$ cat config.mk
export PLATFORM = sky130hd
export DESIGN_NAME = nand_latch_upd
export DESIGN_NICKNAME = d
export VERILOG_FILES = /design/src/rtl/nfl_pkg.sv /design/src/rtl/nfl_ctrl_regs.sv /design/src/rtl/nfl_cycle_seq.sv /design/src/rtl/nfl_strobe_latch.sv /design/src/rtl/nand_latch_upd.sv
export SDC_FILE = /design/constraint.sdc
export NUM_CORES = 1
export LEC_CHECK = 0
export ABC_AREA = 1
export BUFFER_PORTS_ARGS = -buffer_cell sky130_fd_sc_hd__buf_2
export CAP_MARGIN = 20
export CORE_UTILIZATION = 24
export DETAILED_ROUTE_END_ITERATION = 8
export PLACE_DENSITY = 0.49
export SLEW_MARGIN = 10
export SYNTH_ARGS = -nofsm -noshare
export SYNTH_HDL_FRONTEND = slang
export SYNTH_SLANG_ARGS = --single-unit
$ cat constraint.sdc
create_clock -name clk -period 2.35 [get_ports clk]
set_input_delay 0.235 -clock clk [delete_from_list [all_inputs] [get_ports clk]]
set_output_delay 0.235 -clock clk [all_outputs]
set_load 0.01 [all_outputs]
$ cat src/rtl/nfl_pkg.sv
package nfl_pkg;
  // register addresses
  localparam logic [1:0] A_RST  = 2'd0;
  localparam logic [1:0] A_TIME = 2'd1;
  localparam logic [1:0] A_MODE = 2'd2;
  localparam logic [1:0] A_DATA = 2'd3;

  // mode register bit positions
  localparam int B_CLE  = 0;
  localparam int B_ALE  = 1;
  localparam int B_CS0  = 2;
  localparam int B_CE   = 4;
  localparam int B_WE   = 7;
  localparam int B_WIDE = 8;

  // fixed overhead split around the pulse/hold window (sum is 4)
  localparam int SETUP_CYC = 2;
  localparam int RECOV_CYC = 2;

  typedef enum logic [2:0] {
    S_IDLE, S_SETUP, S_PULSE, S_HOLD, S_RECOV
  } seq_st_t;

  typedef struct packed {
    logic       we;
    logic [1:0] cs;
    logic       ale;
    logic       cle;
  } strobe_t;
endpackage

$ cat src/rtl/nfl_ctrl_regs.sv
module nfl_ctrl_regs
  import nfl_pkg::*;
#(
  parameter int DW       = 16,
  parameter int PW_W     = 4,
  parameter int HD_W     = 4,
  parameter int HOLD_LSB = 8
) (
  input  logic            clk,
  input  logic            rst_n,
  input  logic            soft_rst,
  input  logic            wr_en,
  input  logic [1:0]      wr_addr,
  input  logic [DW-1:0]   wr_data,
  output strobe_t         strobes,
  output logic            ce,
  output logic            wide,
  output logic [PW_W-1:0] pulse_eff,
  output logic [HD_W-1:0] hold
);
  localparam logic [PW_W-1:0] PULSE_DEF = PW_W'(1);

  logic [PW_W-1:0] pulse_q;
  logic [HD_W-1:0] hold_q;
  strobe_t         str_q;
  logic            ce_q, wide_q;

  always_ff @(posedge clk or negedge rst_n) begin
    if (!rst_n) begin
      pulse_q <= PULSE_DEF;
      hold_q  <= '0;
      str_q   <= '0;
      ce_q    <= 1'b0;
      wide_q  <= 1'b0;
    end else if (soft_rst) begin
      pulse_q <= PULSE_DEF;
      hold_q  <= '0;
      str_q   <= '0;
      ce_q    <= 1'b0;
      wide_q  <= 1'b0;
    end else if (wr_en) begin
      if (wr_addr == A_TIME) begin
        pulse_q <= wr_data[PW_W-1:0];
        hold_q  <= wr_data[HOLD_LSB +: HD_W];
      end
      if (wr_addr == A_MODE) begin
        str_q.cle <= wr_data[B_CLE];
        str_q.ale <= wr_data[B_ALE];
        str_q.cs  <= wr_data[B_CS0 +: 2];
        str_q.we  <= wr_data[B_WE];
        ce_q      <= wr_data[B_CE];
        wide_q    <= wr_data[B_WIDE];
      end
    end
  end

  assign strobes   = str_q;
  assign ce        = ce_q;
  assign wide      = wide_q;
  assign hold      = hold_q;
  assign pulse_eff = (pulse_q == '0) ? PULSE_DEF : pulse_q;
endmodule

$ cat src/rtl/nfl_cycle_seq.sv
module nfl_cycle_seq
  import nfl_pkg::*;
#(
  parameter int DW   = 16,
  parameter int PW_W = 4,
  parameter int HD_W = 4
) (
  input  logic            clk,
  input  logic            rst_n,
  input  logic            soft_rst,
  input  logic            start,
  input  logic [PW_W-1:0] pulse_eff,
  input  logic [HD_W-1:0] hold,
  input  strobe_t         strobes,
  input  logic            wide,
  input  logic [DW-1:0]   wdata,
  output logic            busy,
  output logic            ld,
  output logic            cap,
  output strobe_t         snap,
  output logic [DW-1:0]   dq_o,
  output logic            dq_oe
);
  localparam int CW = (PW_W > HD_W) ? PW_W : HD_W;

  seq_st_t       st_q;
  logic [CW-1:0] cnt_q;
  strobe_t       snap_q;
  logic          wide_q;
  logic [DW-1:0] data_q;

  always_ff @(posedge clk or negedge rst_n) begin
    if (!rst_n) begin
      st_q   <= S_IDLE;
      cnt_q  <= '0;
      snap_q <= '0;
      wide_q <= 1'b0;
      data_q <= '0;
    end else if (soft_rst) begin
      st_q  <= S_IDLE;
      cnt_q <= '0;
    end else begin
      unique case (st_q)
        S_IDLE: if (start) begin
          st_q   <= S_SETUP;
          cnt_q  <= CW'(SETUP_CYC - 1);
          snap_q <= strobes;
          wide_q <= wide;
          data_q <= wdata;
        end
        S_SETUP: if (cnt_q == '0) begin
          st_q  <= S_PULSE;
          cnt_q <= CW'(pulse_eff - 1'b1);
        end else cnt_q <= cnt_q - 1'b1;
        S_PULSE: if (cnt_q == '0) begin
          if (hold == '0) begin
            st_q  <= S_RECOV;
            cnt_q <= CW'(RECOV_CYC - 1);
          end else begin
            st_q  <= S_HOLD;
            cnt_q <= CW'(hold - 1'b1);
          end
        end else cnt_q <= cnt_q - 1'b1;
        S_HOLD: if (cnt_q == '0) begin
          st_q  <= S_RECOV;
          cnt_q <= CW'(RECOV_CYC - 1);
        end else cnt_q <= cnt_q - 1'b1;
        S_RECOV: if (cnt_q == '0) st_q <= S_IDLE;
                 else cnt_q <= cnt_q - 1'b1;
        default: st_q <= S_IDLE;
      endcase
    end
  end

  assign busy  = (st_q != S_IDLE);
  assign ld    = (st_q == S_PULSE);
  assign cap   = ld && (cnt_q == '0);
  assign snap  = snap_q;
  assign dq_oe = ld;
  assign dq_o  = !ld ? '0 :
                 wide_q ? data_q : {{(DW-8){1'b0}}, data_q[7:0]};

  // a cycle may only be launched from idle (R10 back-pressure)
  p_start_idle_r10: assert property (@(posedge clk) disable iff (!rst_n)
    start |-> (st_q == S_IDLE));

  // data bus steady across the whole pulse
  p_dq_stable_r9: assert property (@(posedge clk) disable iff (!rst_n)
    (dq_oe && $past(dq_oe)) |-> $stable(dq_o));
endmodule

$ cat src/rtl/nfl_strobe_latch.sv
module nfl_strobe_latch
  import nfl_pkg::*;
(
  input  logic    clk,
  input  logic    rst_n,
  input  logic    clr,
  input  logic    cap,
  input  strobe_t d,
  output strobe_t q
);
  strobe_t q_r;

  always_ff @(posedge clk or negedge rst_n) begin
    if (!rst_n)   q_r <= '0;
    else if (clr) q_r <= '0;
    else if (cap) q_r <= d;
  end

  assign q = q_r;

  p_latch_on_strobe_r5: assert property (@(posedge clk) disable iff (!rst_n)
    !$stable(q_r) |-> ($past(cap) || $past(clr)));
endmodule

$ cat src/rtl/nand_latch_upd.sv
module nand_latch_upd
  import nfl_pkg::*;
#(
  parameter int DW       = 16,
  parameter int PW_W     = 4,
  parameter int HD_W     = 4,
  parameter int HOLD_LSB = 8
) (
  input  logic          clk,
  input  logic          rst_n,
  input  logic          wr_valid,
  output logic          wr_ready,
  input  logic [1:0]    wr_addr,
  input  logic [DW-1:0] wr_data,
  output logic          nd_ce,
  output logic          nd_we,
  output logic [1:0]    nd_cs,
  output logic          nd_ale,
  output logic          nd_cle,
  output logic          nd_latch_ld,
  output logic [DW-1:0] nd_dq_o,
  output logic          nd_dq_oe,
  output logic          busy
);
  logic            acc, soft_rst, start, cap, ce, wide;
  strobe_t         strobes, snap, lq;
  logic [PW_W-1:0] pulse_eff;
  logic [HD_W-1:0] hold;

  assign wr_ready = !busy || (wr_addr == A_RST);
  assign acc      = wr_valid && wr_ready;
  assign soft_rst = acc && (wr_addr == A_RST);
  assign start    = acc && (wr_addr == A_DATA);

  nfl_ctrl_regs #(.DW(DW), .PW_W(PW_W), .HD_W(HD_W), .HOLD_LSB(HOLD_LSB)) u_regs (
    .clk(clk), .rst_n(rst_n), .soft_rst(soft_rst), .wr_en(acc),
    .wr_addr(wr_addr), .wr_data(wr_data), .strobes(strobes), .ce(ce),
    .wide(wide), .pulse_eff(pulse_eff), .hold(hold));

  nfl_cycle_seq #(.DW(DW), .PW_W(PW_W), .HD_W(HD_W)) u_seq (
    .clk(clk), .rst_n(rst_n), .soft_rst(soft_rst), .start(start),
    .pulse_eff(pulse_eff), .hold(hold), .strobes(strobes), .wide(wide),
    .wdata(wr_data), .busy(busy), .ld(nd_latch_ld), .cap(cap), .snap(snap),
    .dq_o(nd_dq_o), .dq_oe(nd_dq_oe));

  nfl_strobe_latch u_latch (
    .clk(clk), .rst_n(rst_n), .clr(soft_rst), .cap(cap), .d(snap), .q(lq));

  assign nd_ce  = ce;
  assign nd_we  = lq.we;
  assign nd_cs  = lq.cs;
  assign nd_ale = lq.ale;
  assign nd_cle = lq.cle;

  p_ce_follows_r4: assert property (@(posedge clk) disable iff (!rst_n)
    (acc && wr_addr == A_MODE) |=> (nd_ce == $past(wr_data[B_CE])));

  p_reset_clears_r1: assert property (@(posedge clk) disable iff (!rst_n)
    soft_rst |=> (!busy && !nd_ce && lq == '0 && !nd_latch_ld));

  p_ld_in_busy_r8: assert property (@(posedge clk) disable iff (!rst_n)
    nd_latch_ld |-> busy);
endmodule

==> flow_metrics.py, run 1 <==
metrics = {
    "clocking": {
        "cts_tree": "built",
        "cts_made_buffers": 5,
        "path_clk_slew_ns": 0.09,
        "htree_levels": 2,
        "insertion_delay_ns": 0.30,
        "cts_buffer_depth": 2,
        "root_buffer": "clkbuf_8",
        "clock-sinks": 49,
        "post-cts-setup-buffer-count": 0,
        "cts_resized": 0,
    },
    "status": {
        "status": "finished clean",
    },
    "yosys": {
        "ys_seq_area_share_pct": 47.8,
        "synth_area_leader_cell": "dfrtp_1",
        "synth_area_per_cell_um2": 7.79,
        "synthTopCellsByArea": "dfrtp_1 47%, nand2_1 12%, inv_1 7.3%",
        "synth-seq-cells": 49,
        "synth.top_cell.area_share_pct": 46.7,
        "synthCells": 330,
        "yosysUniqueCellTypes": 28,
        "mappedNetlistArea_um2": 2570,
        "synth-warning-count": 0,
        "syn_nets": 354,
    },
    "setup_path": {
        "r2r-start": "u_seq.cnt_q[0]",
        "worstPathArrival_ns": 1.79,
        "start_kind": "flip-flop",
        "cp_slowest_cell": "dfrtp_1",
        "crit_required_ns": 2.12,
        "r2r_end": "u_seq.cnt_q[0]",
        "crit_path_max_fanout": 14,
        "cp_slowest_stage_delay_ns": 0.41,
        "crit_chain": "inv_1, nor2_2, nand2_2, inv_2, nand2_1, nor2_1, buf_2",
        "path_class": "reg -> out",
        "crit_end": "nd_dq_o[9]",
        "setup.worst_path.start": "u_seq.st_q[1]",
        "crit_path_end_kind": "output pin",
        "rrSetupSlack_ns": 0.69,
        "ff2ff_path_depth": 10,
    },
    "layout": {
        "layout_common_cells": "85 x nand2_1, 50 x inv_1, 48 x dfrtp_1",
        "final_common_cell": "nand2_1",
        "drive_above_1_share_pct": 20.4,
        "final_area_um2": 3030,
        "synthToLayoutAreaGrowth_pct": 17.8,
        "antennaDiodeCount": 0,
        "nNetsFinal": 401,
    },
    "power": {
        "powerDensity_nw_per_um2": 1220,
        "ir_drop_v": 0.000424,
        "power_leakage_uw": 0.00157,
    },
    "global_route": {
        "antenna_found_initial": 0,
        "grt_first_pass_wirelength_um": 10600,
        "grt_pass1_vias": 2095,
        "grt_overflow_total": 0,
        "grt_usage_pct": 12.3,
        "grt_max_degree": 29,
    },
    "floorplanning": {
        "core_area_um2": 10400,
        "die-width_um": 105,
        "dieHeight_um": 105,
        "start_util_pct": 24.8,
        "die_area_um2": 11100,
        "io_pins": 47,
        "rows": 37,
    },
    "sta": {
        "setup_viol": 0,
        "period_minus_slack_ns": 2.03,
        "worst_slew_pin_slew_ns": 0.552,
        "skew_ns": 0.00717,
        "setup_tns_ns": 0,
        "final.period_utilization_pct": 86.2,
        "finalMaxSlewViolations": 0,
        "rsz0062_at_grt": "false",
        "relSlewSlack_pct": 63.2,
        "finalHoldViolations": 0,
        "timing.final.ws_setup_ns": 0.323,
        "clock.fmax_ghz": 0.493,
    },
    "routing": {
        "drtAntennaViolNets": 0,
        "drt-initial-drc-count": 105,
        "routed_via_density": 4.27,
        "drc": 0,
        "wl_per_cell_um": 12.3,
        "totalWireLength_um": 6320,
        "vias": 2193,
        "first_pass_iters": 4,
    },
    "placement": {
        "globalplace.congestion": 0.848,
        "pre_cts_slack_ns": 0.626,
        "dp_hpwl_um": 4810,
        "io_buffers": 46,
        "dpl-instance-area_um2": 2930,
    },
    "run": {
        "maxCapViolations": 0,
    },
    "hold_path": {
        "hold_class": "in -> reg",
    },
}
## registers in the layout, indices dropped and copies added (netlist names)
name and count:
u_latch.q 5, u_seq.data_q 16, u_seq.st_q 3, u_regs.strobes 5, u_seq.cnt_q 4, u_regs.wide 1
u_regs.pulse_q 4, u_seq.snap 5, u_seq.wide_q 1, u_regs.ce 1, u_regs.hold 4
## cell usage after synthesis
cell and count:
buf_6 2, inv_2 5, nand4_1 3, dfstp_2 1, nand3_4 1, nand2_2 2, dfrtp_1 48, nor2_4 4
o21ai_0 7, o211ai_1 1, ha_1 3, o22ai_1 2, mux2_1 1, inv_1 50, inv_4 1, nand3_1 29
o21ai_2 1, buf_2 4, nand2_4 3, o21ai_1 37, o32ai_1 1, buf_4 4, nor2_2 2, xor2_1 1
nand2_1 85, nand3_2 2, xnor2_1 1, nor2_1 29
## final cells by class
class / instances / area, um^2
Clock buffer: 7 / 76.3
Clock inverter: 1 / 7.51
Fill cell: 1174 / 7340
Inverter: 56 / 213
Multi-Input combinational cell: 215 / 1060
Sequential cell: 49 / 1230
Tap cell: 136 / 170
Timing Repair Buffer: 50 / 275
## cell families after synthesis
| logic type | share of synthesized area (%) |
|---|---|
| AO/OA/AOI/OAI | 10.0 |
| flip-flops | 47.8 |
| multiplexers | 0.438 |
| adder cells (fa/ha/maj) | 1.46 |
| buffers and inverters | 11.1 |
| AND/OR/NAND/NOR | 28.5 |
| XOR/XNOR | 0.682 |
## timing repair
item                                   in CTS  in global routing
endpoints found under the hold margin      22                  0
hold buffers                                1                  0
setup endpoints to repair                   0                  0
## worst min-delay path by stage
stage	from	to	cells after the start	slack, ns
floorplan	rst_n	u_latch.q[0]	0	-0.06
global route	wr_data[5]	u_seq.data_q[5]	3	0.14
CTS	wr_data[5]	u_seq.data_q[5]	3	0.13
finish	wr_data[13]	u_seq.data_q[13]	3	0.14
global placement	rst_n	u_seq.cnt_q[3]	1	0.26
detailed placement	rst_n	u_seq.cnt_q[3]	1	0.27
## report_power, final
| part | leakage [uW] | switching (uW) | internal, uW |
|---|---|---|---|
| registers | 0.000622 | 192 | 1230 |
| clock network | 0.0000385 | 291 | 212 |
| logic | 0.000912 | 1160 | 625 |
| total | 0.00157 | 1640 | 2070 |
## stage by stage
step / std cells / util, % / hold slack (ns) / power, uW
2_1_floorplan: 330 / - / -0.0606 / 2750
3_3_place_gp: 505 / 28.3 / 0.264 / 3210
3_5_place_dp: 505 / 28.3 / 0.274 / 3230
4_1_cts: 514 / 29.2 / 0.134 / 3730
5_1_grt: 514 / 29.2 / 0.138 / 4070
6_report: 514 / 29.2 / 0.140 / 3710
## metal layers
metal	vias up	share of wire, %	track usage (%)
met4	0	1.2	3.62
met1	1020	50	17.9
li1	1120	-	-
met3	6	4.8	2.16
met2	47	44	18.5
met5	-	0	0
## critical path, delay by kind of cell, from the launching register on
kind                   cells  cell delay, ns
flip-flops                 1            0.41
AND/OR/NAND/NOR            4            0.66
buffers and inverters      3            0.43
(Power assumes the default switching activity.)
==> inputs of run 2 (changes only) <==
==> constraint.sdc (replaced) <==
create_clock -name clk -period 2.3 [get_ports clk]
set_input_delay 0.23 -clock clk [delete_from_list [all_inputs] [get_ports clk]]
set_output_delay 0.23 -clock clk [all_outputs]
set_load 0.01 [all_outputs]
==> flow_metrics.py, run 2 (synthesized netlist as in run 1, its figures left out) <==
metrics = {
    "clocking": {
        "clock-sinks": 49,
        "cts_tree": "built",
        "cts_buffer_depth": 2,
        "path_clk_slew_ns": 0.09,
        "htree_levels": 2,
        "post-cts-setup-buffer-count": 0,
        "root_buffer": "clkbuf_8",
        "cts_made_buffers": 5,
        "insertion_delay_ns": 0.30,
    },
    "floorplanning": {
        "core_area_um2": 10400,
        "die_area_um2": 11100,
        "start_util_pct": 24.8,
        "rows": 37,
        "die-width_um": 105,
        "io_pins": 47,
        "dieHeight_um": 105,
    },
    "power": {
        "power_leakage_uw": 0.00158,
        "power_frac_clock_pct": 14.2,
        "ir_drop_v": 0.000326,
        "comb_power_share_pct": 47.6,
        "p_seq_share_pct": 38.1,
        "cellInternalPower_uw": 2140,
        "sw_frac_of_total_pct": 44.2,
        "powerDensity_nw_per_um2": 1260,
        "power.total_uw": 3830,
        "power.switching_uw": 1690,
    },
    "setup_path": {
        "cp_slowest_cell": "dfrtp_1",
        "start_kind": "flip-flop",
        "worstPathArrival_ns": 1.83,
        "crit_required_ns": 2.07,
        "crit_path_end_kind": "output pin",
        "crit_chain": "inv_1, nor2_2, nand2_2, inv_2, nand2_1, nor2_1, buf_2",
        "cp_slowest_stage_delay_ns": 0.42,
        "crit_path_max_fanout": 14,
        "path_class": "reg -> out",
    },
    "layout": {
        "largest_reg_flops": 16,
        "top_register": "u_seq.data_q",
        "fin_cells": 514,
        "nNetsFinal": 401,
        "synthToLayoutAreaGrowth_pct": 17.8,
        "drive_above_1_share_pct": 20.9,
        "layout_common_cells": "85 x nand2_1, 50 x inv_1, 48 x dfrtp_1",
        "final_common_cell": "nand2_1",
        "antennaDiodeCount": 0,
    },
    "global_route": {
        "use_met1_pct": 17.3,
        "grt_first_pass_wirelength_um": 10400,
        "top_usage_layer": "met2",
        "grt_usage_pct": 12.1,
        "grt_util_met3_pct": 1.98,
        "grt_max_degree": 31,
        "met2_usage_pct": 18.4,
        "grt_pass1_vias": 2079,
        "grt_overflow_total": 0,
        "antenna_found_initial": 0,
    },
    "sta": {
        "rsz0062_at_grt": "false",
        "skew_ns": 0.00441,
        "clock.fmax_ghz": 0.486,
        "setup_tns_ns": 0,
        "finalMaxSlewViolations": 0,
        "relSlewSlack_pct": 68.6,
        "final.period_utilization_pct": 89.5,
        "period_minus_slack_ns": 2.06,
        "setup_viol": 0,
        "timing.final.ws_setup_ns": 0.241,
        "finalHoldViolations": 0,
        "whs_ns": 0.134,
        "worst_slew_pin_slew_ns": 0.470,
    },
    "run": {
        "maxCapViolations": 0,
    },
    "placement": {
        "io_buffers": 46,
        "pre_cts_slack_ns": 0.560,
        "placedCellCount": 505,
        "globalplace.congestion": 0.826,
        "dp_hpwl_um": 4840,
    },
    "routing": {
        "totalWireLength_um": 6300,
        "routed_via_density": 4.28,
        "first_pass_iters": 4,
        "drtAntennaViolNets": 0,
        "wl_per_cell_um": 12.3,
        "drt-initial-drc-count": 112,
        "vias": 2199,
        "drc": 0,
    },
    "hold_path": {
        "hold_class": "in -> reg",
    },
    "status": {
        "status": "finished clean",
    },
}
## run 2: repair_timing
item                      CTS  global route
gates resized for setup     0             0
hold buffers                1             0
hold endpoints to repair   19             0
## run 2: layout make-up
| cell class | count | area, um^2 |
|---|---|---|
| Clock buffer | 6 | 82.6 |
| Clock inverter | 2 | 13.8 |
| Fill cell | 1179 | 7340 |
| Inverter | 56 | 213 |
| Multi-Input combinational cell | 215 | 1060 |
| Sequential cell | 49 | 1230 |
| Tap cell | 136 | 170 |
| Timing Repair Buffer | 50 | 263 |
## run 2: power by group through the flow
| stage | combinational (uW) | clock, uW | sequential (uW) |
|---|---|---|---|
| 6_report | 1820 | 544 | 1460 |
| 3_5_place_dp | 1820 | 0 | 1480 |
| 2_1_floorplan | 1360 | 0 | 1450 |
| 3_3_place_gp | 1810 | 0 | 1470 |
| 5_1_grt | 2080 | 588 | 1510 |
| 4_1_cts | 1830 | 558 | 1460 |
## run 2: metal layers
| metal | vias to the layer above | wire length [um] |
|---|---|---|
| li1 | 1121 | - |
| met1 | 1029 | 3230 |
| met2 | 45 | 2780 |
| met3 | 4 | 222 |
| met4 | 0 | 72 |
| met5 | - | 0 |
## run 2: stage by stage
| step | instance area [um^2] | utilization (%) |
|---|---|---|
| detailed placement | 2920 | 28.2 |
| global placement | 2920 | 28.2 |
| global route | 3030 | 29.2 |
| finish | 3030 | 29.2 |
| CTS | 3030 | 29.2 |
| floorplan | 2570 | - |
## run 2: critical path, delay by kind of cell, from the launching register on
family                 cells  cell delay (ns)
flip-flops                 1             0.42
buffers and inverters      3             0.43
AND/OR/NAND/NOR            4             0.68
## run 2: path summary, 6_finish.rpt
path                                startpoint                end  slack (ns)  cells after the start
worst max-delay path             u_seq.st_q[1]        nd_dq_o[12]        0.24                      7
worst min-delay path                wr_data[6]    u_seq.data_q[6]        0.13                      3
worst max register to register  u_seq.cnt_q[0]     u_seq.cnt_q[0]        0.64                     10
worst min register to register  u_seq.cnt_q[0]     u_seq.cnt_q[0]        0.49                      2
max in group asynchronous                rst_n  u_regs.pulse_q[0]        1.09                      3
min in group asynchronous                rst_n     u_seq.cnt_q[1]        0.40                      2
